--- src/rtl/bcr_pkg.sv ---
package bcr_pkg;

  localparam int IDX_GENCFG = 1;
  localparam int IDX_ENSET  = 12;
  localparam int IDX_ENCLR  = 13;
  localparam int IDX_EN     = 14;
  localparam int IDX_STAT   = 15;
  localparam int SOFT_BIT   = 2;

  typedef enum logic [2:0] {
    K_PLAIN, K_GENCFG, K_ENSET, K_ENCLR, K_ROEN, K_ROSTAT
  } reg_kind_e;

  function automatic reg_kind_e kind_of(input int idx);
    case (idx)
      IDX_GENCFG: return K_GENCFG;
      IDX_ENSET:  return K_ENSET;
      IDX_ENCLR:  return K_ENCLR;
      IDX_EN:     return K_ROEN;
      IDX_STAT:   return K_ROSTAT;
      default:    return K_PLAIN;
    endcase
  endfunction

  function automatic logic [31:0] reset_value(input int idx);
    case (idx)
      0:  return 32'h0000_0C40;
      1:  return 32'h0000_1384;
      2:  return 32'h2BFF_8010;
      3:  return 32'h255E_0091;
      4:  return 32'h0000_6140;
      7:  return 32'h0000_01FF;
      8:  return 32'h0000_01FF;
      26: return 32'h0000_0008;
      27: return 32'h1000_0000;
      default: return 32'h0;
    endcase
  endfunction

  function automatic logic [31:0] enable_next(input logic [31:0] cur,
                                              input logic set_op,
                                              input logic clr_op,
                                              input logic [31:0] mask);
    logic [31:0] v;
    v = cur;
    if (set_op) v = v | mask;
    if (clr_op) v = v & ~mask;
    return v;
  endfunction

  function automatic logic rising_bit(input logic old_b, input logic new_b);
    return !old_b && new_b;
  endfunction

endpackage

--- src/rtl/bcr_decode.sv ---
module bcr_decode #(
  parameter int ADDR_W = 8,
  parameter int NREG   = 28,
  localparam int IDX_W = $clog2(NREG)
) (
  input  logic              req_valid,
  input  logic              req_write,
  input  logic              req_full,
  input  logic [ADDR_W-1:0] req_addr,
  output logic [IDX_W-1:0]  idx,
  output logic              wr_hit,
  output logic              rd_hit,
  output bcr_pkg::reg_kind_e kind
);
  localparam int WORD_W = ADDR_W - 2;
  localparam logic [WORD_W-1:0] LIMIT = WORD_W'(NREG);

  logic [WORD_W-1:0] word;
  logic              legal;

  assign word   = req_addr[ADDR_W-1:2];
  assign idx    = IDX_W'(word);
  assign legal  = req_full && (req_addr[1:0] == 2'b00) && (word < LIMIT);
  assign wr_hit = req_valid && req_write && legal;
  assign rd_hit = req_valid && !req_write && legal;
  assign kind   = bcr_pkg::kind_of(int'(idx));
endmodule

--- src/rtl/bcr_regbank.sv ---
module bcr_regbank #(
  parameter int DATA_W = 32,
  parameter int NREG   = 28,
  localparam int IDX_W = $clog2(NREG)
) (
  input  logic                         clk,
  input  logic                         rst_n,
  input  logic                         wr_en,
  input  logic [IDX_W-1:0]             wr_idx,
  input  logic [DATA_W-1:0]            wr_data,
  output logic [NREG-1:0][DATA_W-1:0]  q
);
  import bcr_pkg::*;

  for (genvar i = 0; i < NREG; i++) begin : g_word
    if (kind_of(i) == K_ROEN || kind_of(i) == K_ROSTAT) begin : g_ro
      assign q[i] = '0;
    end else begin : g_rw
      logic [DATA_W-1:0] r;
      always_ff @(posedge clk) begin
        if (!rst_n)
          r <= DATA_W'(reset_value(i));
        else if (wr_en && (wr_idx == IDX_W'(i)))
          r <= wr_data;
      end
      assign q[i] = r;
    end
  end
endmodule

--- src/rtl/bcr_int_enable.sv ---
module bcr_int_enable #(
  parameter int DATA_W = 32
) (
  input  logic              clk,
  input  logic              rst_n,
  input  logic              set_op,
  input  logic              clr_op,
  input  logic [DATA_W-1:0] mask,
  output logic [DATA_W-1:0] en
);
  always_ff @(posedge clk) begin
    if (!rst_n)
      en <= '0;
    else if (set_op || clr_op)
      en <= DATA_W'(bcr_pkg::enable_next(32'(en), set_op, clr_op, 32'(mask)));
  end
endmodule

--- src/rtl/bcr_softreset.sv ---
module bcr_softreset #(
  parameter int DATA_W = 32,
  parameter int BIT    = 2
) (
  input  logic              clk,
  input  logic              rst_n,
  input  logic              gen_write,
  input  logic [DATA_W-1:0] old_val,
  input  logic [DATA_W-1:0] new_val,
  output logic              edge_seen,
  output logic              pulse
);
  assign edge_seen = gen_write && bcr_pkg::rising_bit(old_val[BIT], new_val[BIT]);

  always_ff @(posedge clk) begin
    if (!rst_n) pulse <= 1'b0;
    else        pulse <= edge_seen;
  end
endmodule

--- src/rtl/bridge_ctl_regs.sv ---
module bridge_ctl_regs #(
  parameter int ADDR_W = 8,
  parameter int DATA_W = 32,
  parameter int NREG   = 28
) (
  input  logic              clk,
  input  logic              rst_n,
  input  logic              req_valid,
  input  logic              req_write,
  input  logic              req_full,
  input  logic [ADDR_W-1:0] req_addr,
  input  logic [DATA_W-1:0] req_wdata,
  input  logic [DATA_W-1:0] irq_status,
  output logic              rd_valid,
  output logic [DATA_W-1:0] rd_data,
  output logic              soft_rst_req
);
  import bcr_pkg::*;
  localparam int IDX_W = $clog2(NREG);

  logic [IDX_W-1:0]            idx;
  logic                        wr_hit, rd_hit;
  reg_kind_e                   kind;
  logic [NREG-1:0][DATA_W-1:0] bank;
  logic [DATA_W-1:0]           en_value;
  logic                        set_hit, clr_hit, gen_hit, soft_edge;
  logic                        store_en;
  logic [DATA_W-1:0]           rd_mux;

  bcr_decode #(.ADDR_W(ADDR_W), .NREG(NREG)) u_dec (
    .req_valid(req_valid), .req_write(req_write), .req_full(req_full),
    .req_addr(req_addr), .idx(idx), .wr_hit(wr_hit), .rd_hit(rd_hit),
    .kind(kind)
  );

  assign set_hit  = wr_hit && (kind == K_ENSET);
  assign clr_hit  = wr_hit && (kind == K_ENCLR);
  assign gen_hit  = wr_hit && (kind == K_GENCFG);
  assign store_en = wr_hit && (kind != K_ROEN) && (kind != K_ROSTAT);

  bcr_regbank #(.DATA_W(DATA_W), .NREG(NREG)) u_bank (
    .clk(clk), .rst_n(rst_n), .wr_en(store_en), .wr_idx(idx),
    .wr_data(req_wdata), .q(bank)
  );

  bcr_int_enable #(.DATA_W(DATA_W)) u_en (
    .clk(clk), .rst_n(rst_n), .set_op(set_hit), .clr_op(clr_hit),
    .mask(req_wdata), .en(en_value)
  );

  bcr_softreset #(.DATA_W(DATA_W), .BIT(SOFT_BIT)) u_soft (
    .clk(clk), .rst_n(rst_n), .gen_write(gen_hit),
    .old_val(bank[IDX_GENCFG]), .new_val(req_wdata),
    .edge_seen(soft_edge), .pulse(soft_rst_req)
  );

  always_comb begin
    case (kind)
      K_ROEN:   rd_mux = en_value;
      K_ROSTAT: rd_mux = irq_status;
      default:  rd_mux = bank[idx];
    endcase
  end

  always_ff @(posedge clk) begin
    if (!rst_n) begin
      rd_valid <= 1'b0;
      rd_data  <= '0;
    end else begin
      rd_valid <= req_valid && !req_write;
      if (req_valid && !req_write)
        rd_data <= rd_hit ? rd_mux : '0;
    end
  end
endmodule

--- config.mk ---
export PLATFORM = sky130hd
export DESIGN_NAME = bridge_ctl_regs
export DESIGN_NICKNAME = d
export VERILOG_FILES = /design/src/rtl/bcr_pkg.sv /design/src/rtl/bcr_decode.sv /design/src/rtl/bcr_regbank.sv /design/src/rtl/bcr_int_enable.sv /design/src/rtl/bcr_softreset.sv /design/src/rtl/bridge_ctl_regs.sv
export SDC_FILE = /design/constraint.sdc
export NUM_CORES = 2
export LEC_CHECK = 0
export BUFFER_PORTS_ARGS = -buffer_cell sky130_fd_sc_hd__buf_2
export CELL_PAD_IN_SITES_DETAIL_PLACEMENT = 0
export CELL_PAD_IN_SITES_GLOBAL_PLACEMENT = 1
export CORE_MARGIN = 5
export CORE_UTILIZATION = 50
export DETAILED_ROUTE_END_ITERATION = 8
export GPL_ROUTABILITY_DRIVEN = 1
export HOLD_SLACK_MARGIN = 0.15
export PLACE_DENSITY_LB_ADDON = 0.3
export SLEW_MARGIN = 10
export SYNTH_ARGS = -nofsm -noshare
export SYNTH_HDL_FRONTEND = slang
export SYNTH_HIERARCHICAL = 1
export SYNTH_SLANG_ARGS = --single-unit
export TNS_END_PERCENT = 100
--- constraint.sdc ---
create_clock -name clk -period 5.54 [get_ports clk]
set_clock_uncertainty 0.1 [all_clocks]
set_input_delay 1.108 -clock clk [delete_from_list [all_inputs] [get_ports clk]]
set_output_delay 1.108 -clock clk [all_outputs]
set_load 0.01 [all_outputs]
======== Yosys cells after proc, flatten, opt, wreduce, memory -nomap -nowiden ========
Cells that the tools add are included.
storage, ports and cells
  logic and storage cells ................. 122
  output and inout bits ................... 34
  input port bits ......................... 77
  bits in registers ....................... 898
cells by class
  muxes and demuxes ....................... 9
  bitwise logic cells ..................... 3
  reductions and logical operators ........ 44
  equality and inequality tests ........... 34
  magnitude comparators ................... 2
operators with widths
  kind                                                 number
  2-to-1 mux 32 bit                                    6
  binary-select mux 32 bit (select 5 bit)              1
  case mux 32 bit (2 select lines)                     1
  == test 5 bit (second input constant)                12
  == test 5 x 4 -> 1 bit (second input constant)       8
  logical AND 1 bit                                    39
  AND 32 bit                                           1
  inverter 32 bit                                      1
  OR 32 bit                                            1
  == test 5 x 3 -> 1 bit (second input constant)       4
  case mux 3 bit (5 select lines)                      1
  == test 5 x 2 -> 1 bit (second input constant)       2
  == test 3 x 2 -> 1 bit (second input constant)       2
  == test 3 bit (second input constant)                2
  < comparator 5 x 6 -> 1 bit (second input constant)  1
  < comparator 6 x 5 -> 1 bit (second input constant)  1
  != test 3 bit (second input constant)                2
  == test 5 x 1 -> 1 bit (second input constant)       1
  zero test 5 bit                                      1
  == test 3 x 1 -> 1 bit (second input constant)       1
  zero test 1 bit                                      2
  zero test 2 bit                                      1
  logical OR 1 bit                                     1

======== Longest topological paths before layout ========
  depth in word-level cells ............... 10
  mapped depth ............................ 11
  mapped depth without buffers ............ 7

======== By module ========
Netlist, hierarchy kept.
modules (own cells, without submodules)
  module           cells an instance  times used  area an instance (µm²)  seq. area each (µm²)
  bcr_regbank      2952               1           30415.4                 16656.0
  bridge_ctl_regs  735                1           8728.4                  660.6
  bcr_int_enable   106                1           1271.2                  640.6
  bcr_decode       16                 1           115.1                   0.0
  bcr_softreset    3                  1           40.0                    20.0

======== Least setup slack after synthesis ========
No wires, ideal clock.
  kind .................................... input-to-reg
  start point ............................. in req_addr[1]
  end point ............................... reg u_bank.g_word[20].g_rw.r[30]
  setup time .............................. 0.073 ns
  arrival time ............................ 3.216 ns
  data required time ...................... 5.367 ns
  buffers on the path ..................... 3
  slack ................................... 2.152 ns
  stages on the path ...................... 9
  cells stage by stage .................... or4b_4 > nor3_1 > nor2b_1 > buf_2 > or4b_1 > buf_2 > nor2_8 > buf_12 > mux2i_1
between the ends
  cells in the longest elaborated chain, start to end .. 7
RTL lines
  item                             RTL line               RTL
  from (decl)                      bridge_ctl_regs.sv:11  input logic [ADDR_W-1:0] req_addr,
  zero test 2 bit                  bcr_decode.sv:23       assign legal = req_full && (req_addr[1:0] == 2'b00) && (word < LIMIT);
  logical AND 1 bit (2 in series)  bcr_decode.sv:23
  logical AND 1 bit                bcr_decode.sv:24       assign wr_hit = req_valid && req_write && legal;
  net wr_hit                       bridge_ctl_regs.sv:22  logic wr_hit, rd_hit;
  logical AND 1 bit (2 in series)  bridge_ctl_regs.sv:39  assign store_en = wr_hit && (kind != K_ROEN) && (kind != K_ROSTAT);
  net store_en                     bridge_ctl_regs.sv:27  logic store_en;
  logical AND 1 bit                bcr_regbank.sv:23      else if (wr_en && (wr_idx == IDX_W'(i)))
  to (signal assigned)             bcr_regbank.sv:22      r <= DATA_W'(reset_value(i));
  to (signal assigned)             bcr_regbank.sv:24      r <= wr_data;
  to (decl)                        bcr_regbank.sv:19      logic [DATA_W-1:0] r;
The timed path passes the listed nets, and every way through them passes these cells.
A chain may end at the register's enable or synchronous reset.

======== Final worst setup path ========
  start point ............................. in req_addr[5]
  end point ............................... reg u_bank.g_word[23].g_rw.r[10]
between the ends
  cells in the longest elaborated chain, start to end .. 6
  elaborated cells on any way between the ends .. 15
  those cells by class .................... order compare (1); eq/ne (8); mux (1); reduce/logical (5)
RTL lines
  item                                                                     RTL line               RTL
  == test 5 x 4 -> 1 bit / == test 5 x 1 -> 1 bit (equally long branches)  bcr_pkg.sv:15          case (idx)
  case mux 3 bit (5 select lines) *                                        bcr_pkg.sv:15
  net kind[1]                                                              bridge_ctl_regs.sv:23  reg_kind_e kind;
  != test 3 bit                                                            bridge_ctl_regs.sv:39
  logical AND 1 bit                                                        bridge_ctl_regs.sv:39
  logical AND 1 bit *                                                      bridge_ctl_regs.sv:39
  net store_en                                                             bridge_ctl_regs.sv:27
  logical AND 1 bit *                                                      bcr_regbank.sv:23
  to (signal assigned)                                                     bcr_regbank.sv:22
  to (signal assigned)                                                     bcr_regbank.sv:24
  to (decl)                                                                bcr_regbank.sv:19
Mark *: on every way through the listed nets, which the timed path passes. The rest lies on a longest branch.

==> run_results.csv <==
group,metric,value,unit
outcome,outcome,"finished, final reports clean",
routing,antenna_left,0,
finish,final_nets,3804,
grt,antenna_found_initial,4,
critical_path,r2r_slack,3350,ps
placed_design,place_hpwl,72430,um
job,cap_violations,0,
placed_design,post-place-cells,4690,
floorplan,dieHeight,294.8,um
clock_tree,postCtsSetupRepairBufs,0,
clock_tree,h-tree-depth,3,
critical_path,critPathLaunchType,"input port",
critical_path,crit_required,5990,ps
logic_synthesis,syn_inst,3811,
routing,vias,28554,
grt,grt_pass1_vias,27704,
critical_path,r2r-end,"rd_data[14]",
routing,drc,0,
critical_path,crit_path_max_fanout,23,
clock_tree,clock_latency,650,ps
power_and_ir_drop,leakage,18.98,nW
routing,drtIter0Drc,2600,
grt,grt_overflow,0,
critical_path,crit_path_end_kind,"flip-flop",
floorplan,pin_count,111,
clock_tree,clockBufferDepth,3,
timing,slew_violations,0,
routing,wl_per_cell,24.56,um
clock_tree,cts.sinks,898,
clock_tree,cts_tree,"done",
clock_tree,ctsResizeCount,0,
floorplan,row_count,104,
clock_tree,root_buffer,"clkbuf_16",
hold_path,hold_path_depth,2,
critical_path,worstSetupPathType,"in -> reg",
logic_synthesis,synth_area,0.04056,mm^2
routing,drt-total-wl,119500,um
grt,grt_pass1_wl,179100,um
timing,setup_tns,0,ps
clock_tree,numCtsBuffers,95,
placed_design,routabilityCongestion,0.8244,
grt,grtUsageTotal,26.77,%
finish,final_cells,4864,
timing,finalSetupViolations,0,
critical_path,arrival,4360,ps
timing,post-route-period-util,70.51,%
clock_tree,postCtsHoldBufs,0,
clock_tree,clk_pin_slew,60,ps
routing,routed_via_density,5.870,
power_and_ir_drop,powerDensity,307.8,mW/mm^2
timing,max_freq,256.0,MHz
floorplan,coreArea,0.08055,mm^2
placed_design,io_buffer_count,110,
hold_path,min-delay-start,"u_bank/g_word[21].g_rw.r[23]",
grt,grt_max_degree,143,
finish,drive_gt1_share,16.99,%
critical_path,r2r_cells,4,
finish,fillers,6829,
logic_synthesis,syn_area_per_cell,10.64,um^2
timing,finalHoldViolCount,0,
floorplan,die_w,294.8,um
timing,relSlewSlack,20.95,%
floorplan,dieArea,0.08692,mm^2
floorplan,initial_core_util,50.36,%
timing,period_needed,3906,ps
timing,tightest_slew,1186,ps
logic_synthesis,synth_warnings,6,
hold_path,hold_path_end,"u_bank/g_word[21].g_rw.r[23]",
timing,rsz0062_at_grt,"no",
timing,hold_ws,351.5,ps
hold_path,hp-class,"reg -> reg",
routing,firstDrtPassIters,8,
power_and_ir_drop,vdd_ir_drop_max,0.0001994,V
finish,syn_to_final_growth,10.50,%
critical_path,r2r_start,"u_bank/g_word[4].g_rw.r[14]",
==> per-stage QoR <==
step | worst slack (ps) | power, mW | util [%] | area, um^2
3_3_place_gp | 1136 | 7.309 | 51.61 | 41570
3_5_place_dp | 1071 | 7.308 | 51.61 | 41570
5_1_grt | 1395 | 14.21 | 55.64 | 44820
4_1_cts | 1744 | 13.89 | 55.64 | 44820
2_1_floorplan | 2152 | 7.104 | - | 40800
6_report | 1634 | 13.80 | 55.64 | 44820
==> critical path: stages <==
cell and delay (ps):
buf_2 390, nand2_1 210, nor3_1 350, nor2b_1 210, nor2b_1 250, buf_4 200
nand4b_1 180, nor2_4 700, buf_4 470, mux2i_1 230
==> placed cells by master, fill, tap and decap left out, types with 9 or more instances in the layout <==
cell type	instances
bufinv_16	10
buf_2	105
nand3_1	29
inv_1	33
buf_12	29
a2111oi_2	26
conb_1	64
a22oi_1	32
mux2i_1	942
clkbuf_8	21
buf_4	62
a211oi_2	30
clkbuf_1	21
nor2_4	9
clkbuf_16	97
nand2_2	9
nor2b_1	18
clkinv_2	19
o211ai_1	38
mux4_2	160
mux2_2	32
o22ai_1	32
a21oi_1	39
o221ai_1	64
a22o_1	32
dfxtp_1	898
nand2_1	845
o21ai_0	27
==> how the worst max path moves through the flow <==
stage	start	end	slack [ps]	cells after the start
2_1_floorplan	req_addr[1]	u_bank/g_word[20].g_rw.r[30]	2150	9
3_3_place_gp	req_addr[5]	u_bank/g_word[20].g_rw.r[0]	1140	10
3_5_place_dp	req_addr[5]	u_bank/g_word[23].g_rw.r[11]	1070	10
4_1_cts	req_addr[5]	u_bank/g_word[20].g_rw.r[27]	1740	10
5_1_grt	req_addr[5]	u_bank/g_word[23].g_rw.r[17]	1390	10
6_report	req_addr[5]	u_bank/g_word[23].g_rw.r[10]	1630	10
==> routing by layer <==
layer	up-vias	routed length, um	track usage, %
met4	2	3440	7.171
met2	911	52180	40.38
met3	186	8592	5.810
met5	-	13	0
li1	13162	-	-
met1	14293	55260	39.16
==> area by class of cell <==
cell class,count,area (um^2),share of cell area (%)
diodes,1,2.502,0.005583
flip-flops and latches,898,17980,40.11
inverters,34,127.6,0.2847
repair buffers,199,1613,3.598
clock buffers,139,2795,6.237
well taps,1060,1326,2.959
clock inverters,34,451.7,1.008
multi-input cells,2499,20530,45.80
==> power by group <==
| group | switching [mW] | total (mW) | internal, mW |
|---|---|---|---|
| Clock | 2.66 | 6.62 | 3.96 |
| Sequential | 0.00135 | 6.46 | 6.46 |
| Combinational | 0.512 | 0.713 | 0.200 |
==> flip-flops by register name, indices dropped and copies added, names as in the netlist <==
name	flops
u_bank/g_word.g_rw.r	832
rd_data	32
u_en/en	32
rd_valid	1
u_soft/pulse	1
(Power assumes the default switching activity.)
